`config.mk`:
```
export PLATFORM = sky130hd
export DESIGN_NAME = route_sender
export DESIGN_NICKNAME = d
export VERILOG_FILES = /design/src/rtl/rs_pkg.sv /design/src/rtl/rs_path_table.sv /design/src/rtl/rs_slot.sv /design/src/rtl/route_sender.sv
export SDC_FILE = /design/constraint.sdc
export NUM_CORES = 1
export LEC_CHECK = 0
export ABC_CLOCK_PERIOD_IN_PS = 8800
export BUFFER_PORTS_ARGS = -buffer_cell sky130_fd_sc_hd__buf_4
export CORE_MARGIN = 3
export CORE_UTILIZATION = 62
export DETAILED_ROUTE_END_ITERATION = 8
export HOLD_SLACK_MARGIN = 0.1
export PLACE_DENSITY = 0.81
export SYNTH_ARGS = -nofsm -noshare
export SYNTH_HDL_FRONTEND = slang
export SYNTH_SLANG_ARGS = --single-unit
```
`constraint.sdc`:
```
create_clock -name clk -period 8.8 [get_ports clk]
set_input_delay 0.44 -clock clk [delete_from_list [all_inputs] [get_ports clk]]
set_output_delay 0.44 -clock clk [all_outputs]
set_load 0.01 [all_outputs]
```
`src/rtl/rs_pkg.sv`:
```
`timescale 1ns/1ps
package rs_pkg;
    typedef enum logic [1:0] {
        SL_FREE     = 2'd0,
        SL_WAIT_PRI = 2'd1,
        SL_RESEND   = 2'd2,
        SL_WAIT_BAK = 2'd3
    } slot_state_t;
endpackage

```
`src/rtl/rs_path_table.sv`:
```
`timescale 1ns/1ps
module rs_path_table #(
    parameter int ADDR_W  = 16,
    parameter int PATH_W  = 8,
    parameter int ENTRIES = 8,
    localparam int IDX_W  = $clog2(ENTRIES)
) (
    input  logic              clk,
    input  logic              rst_n,
    input  logic              we,
    input  logic [IDX_W-1:0]  wr_idx,
    input  logic [ADDR_W-1:0] wr_base,
    input  logic [ADDR_W-1:0] wr_limit,
    input  logic              wr_valid,
    input  logic [PATH_W-1:0] wr_pri,
    input  logic [PATH_W-1:0] wr_bak,
    input  logic [ADDR_W-1:0] lk_addr,
    output logic              hit,
    output logic [PATH_W-1:0] pri,
    output logic [PATH_W-1:0] bak
);
    logic [ADDR_W-1:0] base_q  [ENTRIES];
    logic [ADDR_W-1:0] limit_q [ENTRIES];
    logic [PATH_W-1:0] pri_q   [ENTRIES];
    logic [PATH_W-1:0] bak_q   [ENTRIES];
    logic [ENTRIES-1:0] valid_q;

    always_ff @(posedge clk) begin
        if (!rst_n) begin
            valid_q <= '0;
        end else if (we) begin
            valid_q[wr_idx] <= wr_valid;
            base_q[wr_idx]  <= wr_base;
            limit_q[wr_idx] <= wr_limit;
            pri_q[wr_idx]   <= wr_pri;
            bak_q[wr_idx]   <= wr_bak;
        end
    end

    // Scan from the top index down so the lowest-index match is written last.
    always_comb begin
        hit = 1'b0;
        pri = '0;
        bak = '0;
        for (int i = ENTRIES - 1; i >= 0; i--) begin
            if (valid_q[i] && lk_addr >= base_q[i] && lk_addr <= limit_q[i]) begin
                hit = 1'b1;
                pri = pri_q[i];
                bak = bak_q[i];
            end
        end
    end
endmodule

```
`src/rtl/rs_slot.sv`:
```
`timescale 1ns/1ps
module rs_slot
    import rs_pkg::*;
#(
    parameter int ADDR_W = 16,
    parameter int DATA_W = 16,
    parameter int PATH_W = 8,
    parameter int TMO_W  = 8
) (
    input  logic              clk,
    input  logic              rst_n,
    input  logic              launch,
    input  logic              resend_go,
    input  logic              ack_sel,
    input  logic              ack_retry,
    input  logic [TMO_W-1:0]  tmo_limit,
    input  logic [ADDR_W-1:0] addr_in,
    input  logic [DATA_W-1:0] data_in,
    input  logic [PATH_W-1:0] bak_in,
    output logic              free_o,
    output logic              resend_o,
    output logic              ack_ok_o,
    output logic              fault_o,
    output logic [ADDR_W-1:0] addr_o,
    output logic [DATA_W-1:0] data_o,
    output logic [PATH_W-1:0] bak_o
);
    slot_state_t state, state_nx;
    logic [TMO_W-1:0] cnt;
    logic             expire;

    assign expire = (cnt >= tmo_limit);

    // State register
    always_ff @(posedge clk) begin
        if (!rst_n) state <= SL_FREE;
        else        state <= state_nx;
    end

    // Acknowledgement acceptance and next state
    always_comb begin
        ack_ok_o = 1'b0;
        state_nx = state;
        unique case (state)
            SL_FREE:     if (launch) state_nx = SL_WAIT_PRI;
            SL_WAIT_PRI: begin
                ack_ok_o = ack_sel && !ack_retry;
                if (ack_ok_o)    state_nx = SL_FREE;
                else if (expire) state_nx = SL_RESEND;
            end
            SL_RESEND:   if (resend_go) state_nx = SL_WAIT_BAK;
            SL_WAIT_BAK: begin
                ack_ok_o = ack_sel && ack_retry;
                if (ack_ok_o || expire) state_nx = SL_FREE;
            end
            default:     state_nx = SL_FREE;
        endcase
    end

    // Outputs
    always_comb begin
        free_o   = (state == SL_FREE);
        resend_o = (state == SL_RESEND);
        fault_o  = (state == SL_WAIT_BAK) && expire && !ack_ok_o;
    end

    // Timer and held copy of the transaction
    always_ff @(posedge clk) begin
        if (!rst_n) begin
            cnt <= '0;
        end else if (state_nx != state) begin
            cnt <= '0;
        end else if (state == SL_WAIT_PRI || state == SL_WAIT_BAK) begin
            cnt <= cnt + 1'b1;
        end
        if (state == SL_FREE && launch) begin
            addr_o <= addr_in;
            data_o <= data_in;
            bak_o  <= bak_in;
        end
    end
endmodule

```
`src/rtl/route_sender.sv`:
```
`timescale 1ns/1ps
module route_sender #(
    parameter int ADDR_W  = 16,
    parameter int DATA_W  = 16,
    parameter int PATH_W  = 8,
    parameter int ENTRIES = 8,
    parameter int SLOTS   = 4,
    parameter int TMO_W   = 8,
    parameter int ERR_W   = 8,
    localparam int IDX_W  = $clog2(ENTRIES),
    localparam int TAG_W  = $clog2(SLOTS)
) (
    input  logic              clk,
    input  logic              rst_n,
    input  logic              req_valid,
    input  logic [ADDR_W-1:0] req_addr,
    input  logic [DATA_W-1:0] req_data,
    output logic              req_ready,
    output logic              req_err,
    output logic              pkt_valid,
    output logic [PATH_W-1:0] pkt_path,
    output logic [TAG_W-1:0]  pkt_tag,
    output logic              pkt_retry,
    output logic [ADDR_W-1:0] pkt_addr,
    output logic [DATA_W-1:0] pkt_data,
    input  logic              ack_valid,
    input  logic [TAG_W-1:0]  ack_tag,
    input  logic              ack_retry,
    input  logic [TMO_W-1:0]  tmo_limit,
    input  logic              tbl_we,
    input  logic [IDX_W-1:0]  tbl_idx,
    input  logic [ADDR_W-1:0] tbl_base,
    input  logic [ADDR_W-1:0] tbl_limit,
    input  logic              tbl_valid,
    input  logic [PATH_W-1:0] tbl_pri,
    input  logic [PATH_W-1:0] tbl_bak,
    output logic              fault,
    output logic [TAG_W-1:0]  fault_tag,
    output logic [ERR_W-1:0]  err_count
);
    logic              hit;
    logic [PATH_W-1:0] hit_pri, hit_bak;
    logic [SLOTS-1:0]  s_free, s_resend, s_ack_ok, s_fault;
    logic [ADDR_W-1:0] s_addr [SLOTS];
    logic [DATA_W-1:0] s_data [SLOTS];
    logic [PATH_W-1:0] s_bak  [SLOTS];
    logic              free_any, rs_any, flt_any;
    logic [TAG_W-1:0]  free_idx, rs_idx, flt_idx;
    logic              accept, take_new, stray;

    rs_path_table #(.ADDR_W(ADDR_W), .PATH_W(PATH_W), .ENTRIES(ENTRIES)) u_table (
        .clk(clk), .rst_n(rst_n), .we(tbl_we), .wr_idx(tbl_idx),
        .wr_base(tbl_base), .wr_limit(tbl_limit), .wr_valid(tbl_valid),
        .wr_pri(tbl_pri), .wr_bak(tbl_bak), .lk_addr(req_addr),
        .hit(hit), .pri(hit_pri), .bak(hit_bak)
    );

    // Lowest-index pick among free, resend-pending and faulting slots
    always_comb begin
        free_any = 1'b0; free_idx = '0;
        rs_any   = 1'b0; rs_idx   = '0;
        flt_any  = 1'b0; flt_idx  = '0;
        for (int i = SLOTS - 1; i >= 0; i--) begin
            if (s_free[i])   begin free_any = 1'b1; free_idx = TAG_W'(i); end
            if (s_resend[i]) begin rs_any   = 1'b1; rs_idx   = TAG_W'(i); end
            if (s_fault[i])  begin flt_any  = 1'b1; flt_idx  = TAG_W'(i); end
        end
    end

    assign req_ready = free_any && !rs_any;
    assign accept    = req_valid && req_ready;
    assign take_new  = accept && hit;
    assign stray     = ack_valid && !s_ack_ok[ack_tag];

    for (genvar g = 0; g < SLOTS; g++) begin : g_slot
        rs_slot #(.ADDR_W(ADDR_W), .DATA_W(DATA_W), .PATH_W(PATH_W), .TMO_W(TMO_W)) u_slot (
            .clk(clk), .rst_n(rst_n),
            .launch(take_new && free_idx == TAG_W'(g)),
            .resend_go(rs_any && rs_idx == TAG_W'(g)),
            .ack_sel(ack_valid && ack_tag == TAG_W'(g)),
            .ack_retry(ack_retry), .tmo_limit(tmo_limit),
            .addr_in(req_addr), .data_in(req_data), .bak_in(hit_bak),
            .free_o(s_free[g]), .resend_o(s_resend[g]), .ack_ok_o(s_ack_ok[g]),
            .fault_o(s_fault[g]), .addr_o(s_addr[g]), .data_o(s_data[g]), .bak_o(s_bak[g])
        );
    end

    always_ff @(posedge clk) begin
        if (!rst_n) begin
            pkt_valid <= 1'b0; pkt_path <= '0; pkt_tag <= '0; pkt_retry <= 1'b0;
            pkt_addr  <= '0;   pkt_data <= '0; req_err <= 1'b0;
            fault     <= 1'b0; fault_tag <= '0; err_count <= '0;
        end else begin
            pkt_valid <= rs_any || take_new;
            if (rs_any) begin
                pkt_tag   <= rs_idx;
                pkt_path  <= s_bak[rs_idx];
                pkt_addr  <= s_addr[rs_idx];
                pkt_data  <= s_data[rs_idx];
                pkt_retry <= 1'b1;
            end else if (take_new) begin
                pkt_tag   <= free_idx;
                pkt_path  <= hit_pri;
                pkt_addr  <= req_addr;
                pkt_data  <= req_data;
                pkt_retry <= 1'b0;
            end
            req_err <= accept && !hit;
            fault   <= flt_any;
            if (flt_any) fault_tag <= flt_idx;
            if (stray && err_count != '1) err_count <= err_count + 1'b1;
        end
    end
endmodule

```
==> results.yml, run 1 <==
run_status:
  status: "complete, no violations"
sta:
  clock.fmax_mhz: 184.2
  relSlewSlack_pct: 22.13
  final_hold_viol_count: 0
  rsz0062_at_grt: "false"
  drv_slew: 0
  max_slew.worst_pin.slew_ns: 1.168
  clock_skew_ns: 0.02174
  setup_viol: 0
  post-route-period-util_pct: 61.70
  period_needed_ns: 5.430
  worst_hold_slack_ns: 0.1154
  setup_tns_ns: 0
run:
  max-cap-violations: 0
grt:
  grt_pass1_vias: 21810
  overflow: 0
  grt_max_degree: 61
  grt_pass1_wl_mm: 122.8
  antenna_found_initial: 7
  grt_usage_pct: 30.36
die:
  boundaryPins: 157
  initial_utilization_pct: 63.61
  dieArea_mm2: 0.05231
  fp.dieW_um: 228.7
  dieHeight_um: 228.7
  core_mm2: 0.04835
  core.rowCount: 80
route:
  first_iter_violations: 2471
  routed-via-count: 21550
  drc: 0
  drtAntennaViolNets: 0
  post_drt_wl_per_cell_um: 23.58
  dr.pass1.iters: 7
  vias_per_cell: 6.354
  drt_wl_total_mm: 79.97
synthesis:
  syn_inst: 2454
  synth_commonest_cells: "edfxtp_1 (544), ha_1 (293), inv_1 (287)"
  synth_edf_count: 544
  yosysWarnings: 0
  yosysTopAreaCell: "edfxtp_1"
  synth_most_common_cell: "edfxtp_1"
  synth_top_area_share_pct: 53.12
  synth_cell_types: 91
  synthArstFlopShare_pct: 0
  netlist_area_mm2: 0.03075
  synth_seq_cells: 648
  avgSynthCellArea_um2: 12.53
  synth_area_leaders: "edfxtp_1 (53%), ha_1 (12%), dfxtp_1 (6.8%)"
  yosysSeqAreaShare_pct: 59.89
  syn_nets: 2847
  synth_flop_cell: "edfxtp_1"
cells_and_area:
  nFillCells: 3002
  fin_cells: 3391
  fin_nets: 3069
  final-seq-area_mm2: 0.01842
  stdcell_area_mm2: 0.03541
  area_growth_pct: 15.16
  multiInputGateArea_mm2: 0.01100
  drive_above_1_share_pct: 13.18
setup_path:
  crit_arrival_ns: 5.70
  cp-start-kind: "input pin"
  worstPathMaxFanout: 60
  critical_path_class: "input pin to flip-flop"
  required_ns: 9.07
  cp-end-kind: "flip-flop"
clock_tree:
  cts_hold_buf: 45
  clk_pin_slew_worst_paths_ns: 0.06
  clock_sinks: 648
  cts_buffers: 68
  cts_tree: "built"
  h-tree-depth: 3
  post-cts-setup-buffers: 0
  cts.repair.resized: 0
  clock_path_buffers: 3
  root_buffer: "clkbuf_16"
  worstSkewPairLatency_ns: 0.62
min_path:
  hp-class: "input pin to flip-flop"
place:
  io_buffers: 156
  numPlacedInstances: 3217
  placed_cell_area_mm2: 0.03266
  hpwl_mm: 49.74
  globalplace.congestion: 0.8892
power:
  ir_drop_v: 0.0001724
  cellLeakagePower_nw: 14.08
  power.density_mw_per_mm2: 191.8
[metrics by stage]
step	power (mW)	setup slack, ns	utilization (%)
2_1_floorplan	3.656	1.748	-
3_3_place_gp	3.831	3.623	67.56
3_5_place_dp	3.859	3.484	67.56
4_1_cts	6.785	3.492	73.23
5_1_grt	6.974	3.203	73.25
6_report	6.791	3.370	73.25
[logic make-up (layout without fill, tap and decap cells)]
| family | after synthesis | after routing | synth area share, % |
|---|---|---|---|
| fa+ha+maj | 293 | 293 | 11.92 |
| other cells | 0 | 4 | 0 |
| xor+xnor | 35 | 35 | 0.9968 |
| buf+inv | 359 | 636 | 4.663 |
| flops | 648 | 648 | 59.89 |
| mux | 56 | 56 | 1.823 |
| compound gates | 465 | 465 | 10.75 |
| simple gates | 598 | 598 | 9.960 |
[per-layer routing]
layer  routed length (um)  track usage (%)  vias up
li1                     -                -     9593
met3                 7618            6.543      269
met1                30190            38.27    10470
met2                38160            50.34     1211
met5                   23                0        -
met4                 3988            14.40        4
[worst max-delay path: stages]
cell,delay (ns)
dlygate4sd3_1,0.56
buf_4,0.16
inv_1,0.82
ha_1,0.27
nor2b_1,0.04
o21ai_0,0.17
a21oi_1,0.09
o21ai_1,0.89
a2bb2oi_4,0.27
nor3b_4,0.26
a31o_4,0.54
nor2_4,0.67
buf_4,0.43
[cell type report]
type	instances	area share, %
Sequential cell	648	52.01
Multi-Input combinational cell	1447	31.07
Clock buffer	83	5.169
Timing Repair Buffer	224	5.066
Inverter	287	3.042
Tap cell	656	2.318
Clock inverter	42	1.300
Antenna cell	4	0.02826
[cells in the final DEF (no fill, tap or decap), drive strengths merged, types with 56 or more instances in the layout]
master,n
nor3,100
ha,293
inv,292
o21ai,105
nand3,67
dfxtp,104
a21oi,105
nand2,154
edfxtp,544
buf,179
nand4,56
nor2,122
mux2i,56
clkbuf,83
[final timing paths]
check | startpoint | endpoint | slack [ns] | cells after the start
setup reg to reg | g_slot[2].u_slot.state[0] | g_slot[0].u_slot.data_o[0] | 3.55 | 8
hold reg to reg | pkt_data[9] | pkt_data[9] | 0.51 | 2
setup / recovery | req_addr[0] | g_slot[0].u_slot.data_o[0] | 3.37 | 13
hold / removal | tbl_limit[4] | u_table.limit_q[1][4] | 0.12 | 1
[where the power goes]
| part | switching, mW | internal (mW) | leakage (nW) | total, mW |
|---|---|---|---|---|
| sequential | 0.0188 | 3.37 | 5.76 | 3.39 |
| combinational | 0.278 | 0.158 | 7.21 | 0.436 |
| clock | 1.21 | 1.75 | 1.11 | 2.96 |
[sequential cells by signal (all words and copies together), names as in the netlist, 32 cells and up]
name,flops
g_slot.u_slot.addr_o,64
g_slot.u_slot.bak_o,32
g_slot.u_slot.cnt,32
g_slot.u_slot.data_o,64
u_table.bak_q,64
u_table.base_q,128
u_table.limit_q,128
u_table.pri_q,64
(Power assumes the default switching activity.)
==> inputs of run 2 (changes only) <==
--- a/config.mk
+++ b/config.mk
@@ -5,7 +5,7 @@
 export SDC_FILE = /design/constraint.sdc
 export NUM_CORES = 1
 export LEC_CHECK = 0
-export ABC_CLOCK_PERIOD_IN_PS = 8800
+export ABC_CLOCK_PERIOD_IN_PS = 5500
 export BUFFER_PORTS_ARGS = -buffer_cell sky130_fd_sc_hd__buf_4
 export CORE_MARGIN = 3
 export CORE_UTILIZATION = 62
==> constraint.sdc (replaced) <==
create_clock -name clk -period 5.5 [get_ports clk]
set_input_delay 0.275 -clock clk [delete_from_list [all_inputs] [get_ports clk]]
set_output_delay 0.275 -clock clk [all_outputs]
set_load 0.01 [all_outputs]
==> results.yml, run 2 (synthesis results as in run 1) <==
min_path:
  hold_path_startpoint: "req_addr[2]"
  hp-class: "input pin to flip-flop"
die:
  boundaryPins: 157
  core_mm2: 0.04835
  core.rowCount: 80
  dieHeight_um: 228.7
  fp.dieW_um: 228.7
  initial_utilization_pct: 63.61
  dieArea_mm2: 0.05231
power:
  ir_drop_v: 0.0003090
  cellLeakagePower_nw: 14.21
  power.density_mw_per_mm2: 296.2
  finalPower_mw: 10.56
clock_tree:
  h-tree-depth: 3
  clock_path_buffers: 3
  clk_pin_slew_worst_paths_ns: 0.06
  clock_sinks: 648
  worstSkewPairLatency_ns: 0.61
  root_buffer: "clkbuf_16"
  cts_tree: "built"
  cts_buffers: 69
sta:
  max_slew.worst_pin.slew_ns: 1.221
  period_needed_ns: 4.554
  post-route-period-util_pct: 82.81
  worst_hold_slack_ns: 0.1320
  clock.fmax_mhz: 219.6
  relSlewSlack_pct: 18.38
  setup_viol: 0
  setup_tns_ns: 0
  clock_skew_ns: 0.02886
  drv_slew: 0
  fin_ws_ns: 0.9456
  final_hold_viol_count: 0
  rsz0062_at_grt: "false"
cells_and_area:
  nFillCells: 2969
  drive_above_1_share_pct: 13.25
  stdcell_area_mm2: 0.03565
  final_common_cell: "edfxtp_1"
  area_growth_pct: 15.94
  fin_nets: 3110
  largestRegisters: "u_table.base_q (128), u_table.limit_q (128)"
  layout_common_cells: "edfxtp_1 (544), ha_1 (293), inv_1 (287), buf_4 (189), nand2_1 (153)"
place:
  io_buffers: 156
  hpwl_mm: 50.21
  globalplace.congestion: 0.8734
  dp_slack_ns: 1.018
  placed_cell_area_mm2: 0.03276
grt:
  antenna_found_initial: 2
  grt_pass1_vias: 22000
  grt_usage_pct: 30.19
  grt_max_degree: 61
  grt_pass1_wl_mm: 122.1
  overflow: 0
route:
  vias_per_cell: 6.310
  drt_wl_total_mm: 79.55
  drtAntennaViolNets: 0
  dr.pass1.iters: 7
  drc: 0
  first_iter_violations: 2407
  post_drt_wl_per_cell_um: 23.21
  wl_met1_mm: 29.96
  routed.top_layer: "met5"
  routed-wl-met2_mm: 38.76
  routed-via-count: 21630
  met3_length_mm: 7.858
setup_path:
  required_ns: 5.99
  cp-end-kind: "flip-flop"
  crit_start: "req_addr[0]"
  cp-start-kind: "input pin"
  worstPathMaxFanout: 60
  reg2reg_from: "u_table.limit_q[2][9]"
  critical_path_class: "input pin to flip-flop"
  crit_arrival_ns: 5.04
run_status:
  status: "complete, no violations"
run:
  max-cap-violations: 0
==> run 2: layer usage <==
| metal | track usage (%) | up-vias |
|---|---|---|
| li1 | - | 9686 |
| met1 | 38.50 | 10490 |
| met2 | 50.75 | 1217 |
| met3 | 6.032 | 229 |
| met4 | 12.67 | 4 |
| met5 | 0 | - |
==> run 2: cell type report <==
class	count	area (um2)	share of cell area, %
timing repair buffer	264	2170	6.085
antenna	2	5.005	0.01404
clock inverter	38	266.5	0.7475
tap	656	820.8	2.302
sequential	648	18420	51.66
clock buffer	86	1873	5.253
inverter	287	1077	3.021
multi-input combinational	1447	11020	30.92
==> run 2: final timing paths <==
kind                                                    to  slack, ns  cells past startpoint
worst max-delay path             g_slot[3].u_slot.state[0]       0.95                     15
worst min-delay path            g_slot[1].u_slot.addr_o[2]       0.13                      1
worst max register to register   g_slot[3].u_slot.state[0]       1.40                     13
worst min register to register                fault_tag[1]       0.48                      2
==> run 2: critical path, stage by stage <==
cell and delay (ns):
dlygate4sd3_1 0.58, buf_4 0.17, inv_1 0.28, buf_4 0.30, ha_1 0.26, nand2b_1 0.15
a211oi_1 0.24, o21ai_0 0.19, a211oi_2 0.39, a2bb2oi_4 0.35, nor3b_4 0.36, a31o_4 0.79
nor3_4 0.07, buf_4 0.25, o31a_1 0.32
==> run 2: report_power, final <==
group	switching, mW	internal, mW	total [mW]
registers	0.0303	5.39	5.43
clock network	1.90	2.52	4.42
logic	0.448	0.268	0.716
==> run 2: stage by stage <==
stage          std cells  utilization [%]
3_3_place_gp        3227            67.76
5_1_grt             3426            73.74
3_5_place_dp        3227            67.76
4_1_cts             3426            73.74
6_report            3428            73.75
2_1_floorplan       2454                -
==> run 2: timing repair <==
item / CTS / global route
buffers inserted: 0 / 0
gates resized for setup: 0 / 0
endpoints found under the hold margin: 479 / 0
hold buffers: 75 / 0
